<file path="config.mk">
export PLATFORM = sky130hd
export DESIGN_NAME = buscyc_attr_gen
export DESIGN_NICKNAME = d
export VERILOG_FILES = /design/src/rtl/buscyc_pkg.sv /design/src/rtl/buscyc_classify.sv /design/src/rtl/buscyc_seq.sv /design/src/rtl/buscyc_attr_gen.sv
export SDC_FILE = /design/constraint.sdc
export NUM_CORES = 1
export LEC_CHECK = 0
export BUFFER_PORTS_ARGS = -buffer_cell sky130_fd_sc_hd__buf_2
export CAP_MARGIN = 10
export CORE_AREA = 2 2 137 139
export CTS_CLUSTER_DIAMETER = 40
export CTS_CLUSTER_SIZE = 28
export DETAILED_ROUTE_END_ITERATION = 8
export DIE_AREA = 0 0 139 141
export PLACE_DENSITY = 0.7
export RECOVER_POWER = 50
export SYNTH_ARGS = -nofsm -noshare
export SYNTH_HDL_FRONTEND = slang
export SYNTH_SLANG_ARGS = --single-unit
export TNS_END_PERCENT = 30
</file>
<file path="constraint.sdc">
create_clock -name clk -period 5.5 [get_ports clk]
set_clock_uncertainty 0.15 [all_clocks]
set_input_delay 0.825 -clock clk [delete_from_list [all_inputs] [get_ports clk]]
set_output_delay 0.825 -clock clk [all_outputs]
set_load 0.01 [all_outputs]
</file>
<file path="src/rtl/buscyc_pkg.sv">
package buscyc_pkg;
    localparam int unsigned LINE_BEATS = 4;
    localparam int unsigned BEAT_W     = $clog2(LINE_BEATS);

    typedef enum logic [2:0] {
        K_DRD  = 3'd0,
        K_CODE = 3'd1,
        K_IO   = 3'd2,
        K_SPEC = 3'd3,
        K_WTWR = 3'd4,
        K_RWB  = 3'd5,
        K_SWB  = 3'd6,
        K_RSVD = 3'd7
    } kind_e;

    typedef enum logic [1:0] {
        ST_IDLE = 2'd0,
        ST_ADDR = 2'd1,
        ST_DATA = 2'd2
    } seq_state_e;

    typedef struct packed {
        logic              legal;
        logic              cache;
        logic              plock;
        logic              write;
        logic              burst_ok;
        logic              split_last;
        logic [BEAT_W-1:0] beats_m1;
    } attr_t;
endpackage

</file>
<file path="src/rtl/buscyc_classify.sv">
module buscyc_classify
    import buscyc_pkg::*;
(
    input  logic [2:0] kind_i,
    input  logic       cacheable_i,
    input  logic       wide_i,
    input  logic       enh_i,
    output attr_t      attr_o
);
    kind_e k;
    logic  is_rd, is_wb, wide_eff;

    assign k = kind_e'(kind_i);

    always_comb begin
        is_rd    = (k == K_DRD) || (k == K_CODE);
        is_wb    = (k == K_RWB) || (k == K_SWB);
        wide_eff = wide_i && (is_rd || (k == K_WTWR));

        attr_o.legal      = (k != K_RSVD) && !(is_wb && !enh_i);
        attr_o.cache      = (is_rd && cacheable_i) || is_wb;
        attr_o.plock      = !enh_i && wide_eff;
        attr_o.write      = (k == K_WTWR) || is_wb;
        attr_o.burst_ok   = is_wb || (is_rd && wide_eff);
        attr_o.split_last = wide_eff && (k == K_WTWR);
        if (is_wb)
            attr_o.beats_m1 = BEAT_W'(LINE_BEATS - 1);
        else if (wide_eff)
            attr_o.beats_m1 = BEAT_W'(1);
        else
            attr_o.beats_m1 = '0;
    end


    always_comb begin
        io_no_cache_chk: assert (!(((k == K_IO) || (k == K_SPEC)) && attr_o.cache));
    end
endmodule

</file>
<file path="src/rtl/buscyc_seq.sv">
module buscyc_seq
    import buscyc_pkg::*;
(
    input  logic              clk,
    input  logic              rst_n,
    input  logic              start_i,
    input  logic [BEAT_W-1:0] beats_m1_i,
    input  logic              burst_ok_i,
    input  logic              rdy_i,
    input  logic              brdy_i,
    output logic              busy_o,
    output logic              ads_o,
    output logic [BEAT_W-1:0] beat_o
);
    seq_state_e state, state_nx;
    logic [BEAT_W-1:0] beat, beat_nx;
    logic ack, final_beat;

    assign ack        = rdy_i || brdy_i;
    assign final_beat = (beat == beats_m1_i);

    always_ff @(posedge clk) begin
        if (!rst_n) begin
            state <= ST_IDLE;
            beat  <= '0;
        end else begin
            state <= state_nx;
            beat  <= beat_nx;
        end
    end

    always_comb begin
        state_nx = state;
        beat_nx  = beat;
        unique case (state)
            ST_IDLE: begin
                beat_nx = '0;
                if (start_i) state_nx = ST_ADDR;
            end
            ST_ADDR: state_nx = ST_DATA;
            ST_DATA: begin
                if (ack) begin
                    if (final_beat) begin
                        state_nx = ST_IDLE;
                        beat_nx  = '0;
                    end else begin
                        beat_nx  = beat + 1'b1;
                        state_nx = (brdy_i && burst_ok_i) ? ST_DATA : ST_ADDR;
                    end
                end
            end
            default: state_nx = ST_IDLE;
        endcase
    end

    always_comb begin
        busy_o = (state != ST_IDLE);
        ads_o  = (state == ST_ADDR);
        beat_o = beat;
    end


    addr_to_data_chk: assert property (@(posedge clk) disable iff (!rst_n)
        (state == ST_ADDR) |=> (state == ST_DATA));


    burst_cont_chk: assert property (@(posedge clk) disable iff (!rst_n)
        (state == ST_DATA && brdy_i && burst_ok_i && !final_beat) |=> (state == ST_DATA));


    nonburst_readdr_chk: assert property (@(posedge clk) disable iff (!rst_n)
        (state == ST_DATA && ack && !burst_ok_i && !final_beat) |=> ads_o);


    beat_range_chk: assert property (@(posedge clk) disable iff (!rst_n)
        busy_o |-> (beat <= beats_m1_i));
endmodule

</file>
<file path="src/rtl/buscyc_attr_gen.sv">
module buscyc_attr_gen
    import buscyc_pkg::*;
#(
    parameter int unsigned AW = 32,
    parameter int unsigned DW = 32
) (
    input  logic                     clk,
    input  logic                     rst_n,
    input  logic                     req_valid,
    input  logic [2:0]               req_kind,
    input  logic                     req_cacheable,
    input  logic                     req_wide,
    input  logic                     enh_mode,
    input  logic [AW-1:0]            req_addr,
    input  logic [DW*LINE_BEATS-1:0] req_wdata,
    input  logic                     rdy,
    input  logic                     brdy,
    output logic                     req_accept,
    output logic                     cyc_busy,
    output logic                     cyc_ads,
    output logic                     cyc_write,
    output logic [AW-1:0]            cyc_addr,
    output logic [DW-1:0]            cyc_wdata,
    output logic                     cache_o,
    output logic                     plock_o,
    output logic                     last_o
);
    localparam int unsigned OFS = $clog2(DW / 8);

    attr_t                     attr_in, cap;
    logic [AW-1:0]             cap_addr;
    logic [DW*LINE_BEATS-1:0]  cap_wdata;
    logic                      cap_enh;
    logic                      busy, start;
    logic [BEAT_W-1:0]         beat;
    logic [AW-1:0]             align;

    buscyc_classify cls_i (
        .kind_i      (req_kind),
        .cacheable_i (req_cacheable),
        .wide_i      (req_wide),
        .enh_i       (enh_mode),
        .attr_o      (attr_in)
    );

    assign start = !busy && req_valid && attr_in.legal;

    always_ff @(posedge clk) begin
        if (!rst_n) begin
            cap       <= '0;
            cap_addr  <= '0;
            cap_wdata <= '0;
            cap_enh   <= 1'b0;
        end else if (start) begin
            cap       <= attr_in;
            cap_addr  <= req_addr;
            cap_wdata <= req_wdata;
            cap_enh   <= enh_mode;
        end
    end

    buscyc_seq seq_i (
        .clk        (clk),
        .rst_n      (rst_n),
        .start_i    (start),
        .beats_m1_i (cap.beats_m1),
        .burst_ok_i (cap.burst_ok),
        .rdy_i      (rdy),
        .brdy_i     (brdy),
        .busy_o     (busy),
        .ads_o      (cyc_ads),
        .beat_o     (beat)
    );

    always_comb begin
        align      = (AW'(cap.beats_m1) << OFS) | AW'((1 << OFS) - 1);
        req_accept = start;
        cyc_busy   = busy;
        cyc_write  = busy && cap.write;
        cache_o    = busy && cap.cache;
        plock_o    = busy && cap.plock;
        last_o     = busy && (cap.split_last || (beat == cap.beats_m1));
        cyc_addr   = busy ? ((cap_addr & ~align) | (AW'(beat) << OFS)) : '0;
        cyc_wdata  = busy ? cap_wdata[beat*DW +: DW] : '0;
    end


    attr_stable_chk: assert property (@(posedge clk) disable iff (!rst_n)
        (busy && !(!cyc_ads && (rdy || brdy))) |=>
        $stable({cache_o, plock_o, last_o, cyc_write, cyc_addr, cyc_wdata}));


    plock_enh_chk: assert property (@(posedge clk) disable iff (!rst_n)
        (busy && cap_enh) |-> !plock_o);


    reject_chk: assert property (@(posedge clk) disable iff (!rst_n)
        (!busy && !(req_valid && attr_in.legal)) |=> !cyc_busy);
endmodule

</file>
==> flow_summary.toml <==
[placement]
place_congestion = 0.784
dp_hpwl_mm = 12.0
numPortBuffers = 237

[detailed_routing]
wire_per_inst_um = 14.1
first_iter_violations = 233
vias = 6310
vias_per_cell = 4.85
dr.pass1.iters = 4
drc = 0
postRouteAntennaNets = 0
wl_mm = 18.3

[clock_network]
clock_sinks = 169
clockRootBuffer = "clkbuf_16"
clk_latency_ps = 420
clk_path_buf_depth = 2
cts_hold_buf = 0
clk_pin_slew_worst_paths_ps = 60
post-cts-setup-buffer-count = 0
numCtsBuffers = 17
cts_tree = "done"
htree_num_levels = 4
cts_resized = 0

[critical_path]
arrival_ps = 2640
critPathLaunchType = "flip-flop"
rrSetupSlack_ps = 2450
crit_type = "reg -> out"
r2r_cells = 5
endpoint_kind = "output pin"
required_ps = 4530
path_max_fanout = 22

[global_routing]
overflow = 0
grt_usage = 0.189
grt_pass1_wl_mm = 30.4
antenna_found_initial = 4
grt_start_max_net_pins = 170
grt_pass1_vias = 6198

[sta]
clock.fmax_ghz = 0.277
tightest_slew_ps = 1810
rsz0062_at_grt = "false"
slew_headroom = -0.208
timing.final.crit_period_ps = 3620
period_share = 0.657
finalSetupViolations = 0
finalSetupTns_ps = 0
finalHoldViolations = 0
holdWs_ps = 302
slew_viol_final = 58

[pwr]
ir_drop_uv = 221
leakage_nw = 4.42
power_density_nw_per_um2 = 308
power.total_mw = 3.02

[outcome]
status = "complete, but fails checks"
failed_checks = "capacitance limit, slew limit"

[layout]
layout_commonest_cell = "nand2_1"
final.fill_count = 1679
fin_nets = 1224
most-common-layout-cells = "nand2_1, buf_2, dfxtp_1, mux2i_1, and2_1"
final_core_util = 0.536
syn_to_final_growth_pct = 22.1
drive_gt1_frac = 0.290

[yosys]
synthCells = 864
yosys_warnings = 0
ys_seq_area_frac = 0.422
ys_ff_latch = 169
avgSynthCellArea_um2 = 9.28
synth.cell_area_um2 = 8020
ys_types = 35

[floorplan]
num_rows = 50
die_w_um = 139
pin_count = 242
die_y_um = 141
initial_core_util = 0.439
core-area_um2 = 18300
die-area_um2 = 19600

[min_path]
hold_path_depth = 2
min_path_type = "reg -> reg"

[flow_run]
maxCapViolations = 1
-- Yosys cell counts --
| cell type | n | area, µm² |
|---|---|---|
| nand4bb_1 | 1 | 11.3 |
| a21boi_0 | 1 | 7.51 |
| o31a_1 | 1 | 8.76 |
| o22ai_1 | 1 | 6.26 |
| buf_6 | 14 | 158 |
| maj3_1 | 1 | 10.0 |
| a311o_1 | 1 | 10.0 |
| nor2b_1 | 1 | 6.26 |
| nand2b_1 | 1 | 6.26 |
| mux2i_1 | 159 | 1590 |
| o2111a_1 | 1 | 11.3 |
| clkbuf_1 | 47 | 176 |
| inv_1 | 4 | 15.0 |
| mux4_2 | 32 | 721 |
| buf_2 | 6 | 30.0 |
| nor2_4 | 1 | 11.3 |
| nand2_1 | 322 | 1210 |
| nand3b_1 | 1 | 7.51 |
| o221a_2 | 4 | 45.0 |
| nand3_1 | 1 | 5.00 |
| nor3b_1 | 3 | 22.5 |
| and2_1 | 63 | 394 |
| nand4_1 | 1 | 6.26 |
| o21ai_0 | 2 | 10.0 |
| o311ai_0 | 1 | 8.76 |
| nor2_1 | 8 | 30.0 |
| o211a_1 | 2 | 20.0 |
| a21oi_1 | 4 | 20.0 |
| conb_1 | 1 | 3.75 |
| dfxtp_1 | 169 | 3380 |
| nor3_1 | 1 | 5.00 |
| xor2_1 | 2 | 17.5 |
| a21oi_2 | 1 | 8.76 |
| buf_1 | 1 | 3.75 |
| buf_4 | 5 | 37.5 |
-- through the flow --
stage               instances  worst slack, ps  instance area, µm²
floorplan                 865             2800                8020
global placement         1268             2210                9180
detailed placement       1268             2220                9180
CTS                      1296             1760                9790
global route             1298             1650                9780
finish                   1300             1880                9790
-- final cells by class --
| class | count | area (µm²) | area share |
|---|---|---|---|
| Antenna cell | 4 | 10.0 | 0.00102 |
| Clock inverter | 8 | 146 | 0.0150 |
| Timing Repair Buffer | 242 | 1250 | 0.128 |
| Sequential cell | 169 | 3390 | 0.346 |
| Multi-Input combinational cell | 619 | 4210 | 0.431 |
| Tap cell | 234 | 293 | 0.0299 |
| Clock buffer | 20 | 467 | 0.0477 |
| Inverter | 4 | 15.0 | 0.00153 |
-- sequential cells by signal, indices dropped and copies added, names as in the netlist --
register      flops
cap               5
seq_i.state       2
cap_wdata       128
cap_addr         30
align             2
seq_i.beat_o      2
-- power breakdown --
| part | leakage [nW] | internal [mW] | total [mW] | switching (mW) |
|---|---|---|---|---|
| Combinational | 2.74 | 0.197 | 0.399 | 0.202 |
| Sequential | 1.39 | 1.32 | 1.36 | 0.0452 |
| Clock | 0.300 | 0.786 | 1.26 | 0.472 |
| Total | 4.42 | 2.30 | 3.02 | 0.720 |
-- per-layer routing --
layer  up-vias  track usage  part of all wire
met5         -            0                 0
met3        23       0.0557             0.054
li1       3235            -                 -
met4         0       0.0574             0.017
met1      2904        0.247              0.46
met2       148        0.306              0.46
-- final timing paths --
path                   startpoint             to
setup / recovery  seq_i.beat_o[0]  cyc_wdata[20]
setup reg to reg   seq_i.state[0]         cap[4]
hold reg to reg      cap_addr[13]   cap_addr[13]
hold / removal       cap_addr[13]   cap_addr[13]
-- cells by family (layout without fill, tap and decap cells) --
group / Yosys count / in the layout / share of synthesized area
simple gates: 404 / 404 / 0.214
mux: 191 / 191 / 0.288
flops: 169 / 169 / 0.422
buf+inv: 77 / 274 / 0.0524
compound gates: 19 / 19 / 0.0195
xor+xnor: 2 / 2 / 0.00219
fa+ha+maj: 1 / 1 / 0.00125
other cells: 1 / 6 / 0.000468
-- worst max-delay path, cell delays in order, from the launching register on --
cell     delay, ps
dfxtp_2        890
buf_4          450
mux4_2         540
and2_1         180
buf_2          150
Power figures use the tool's default switching activity.
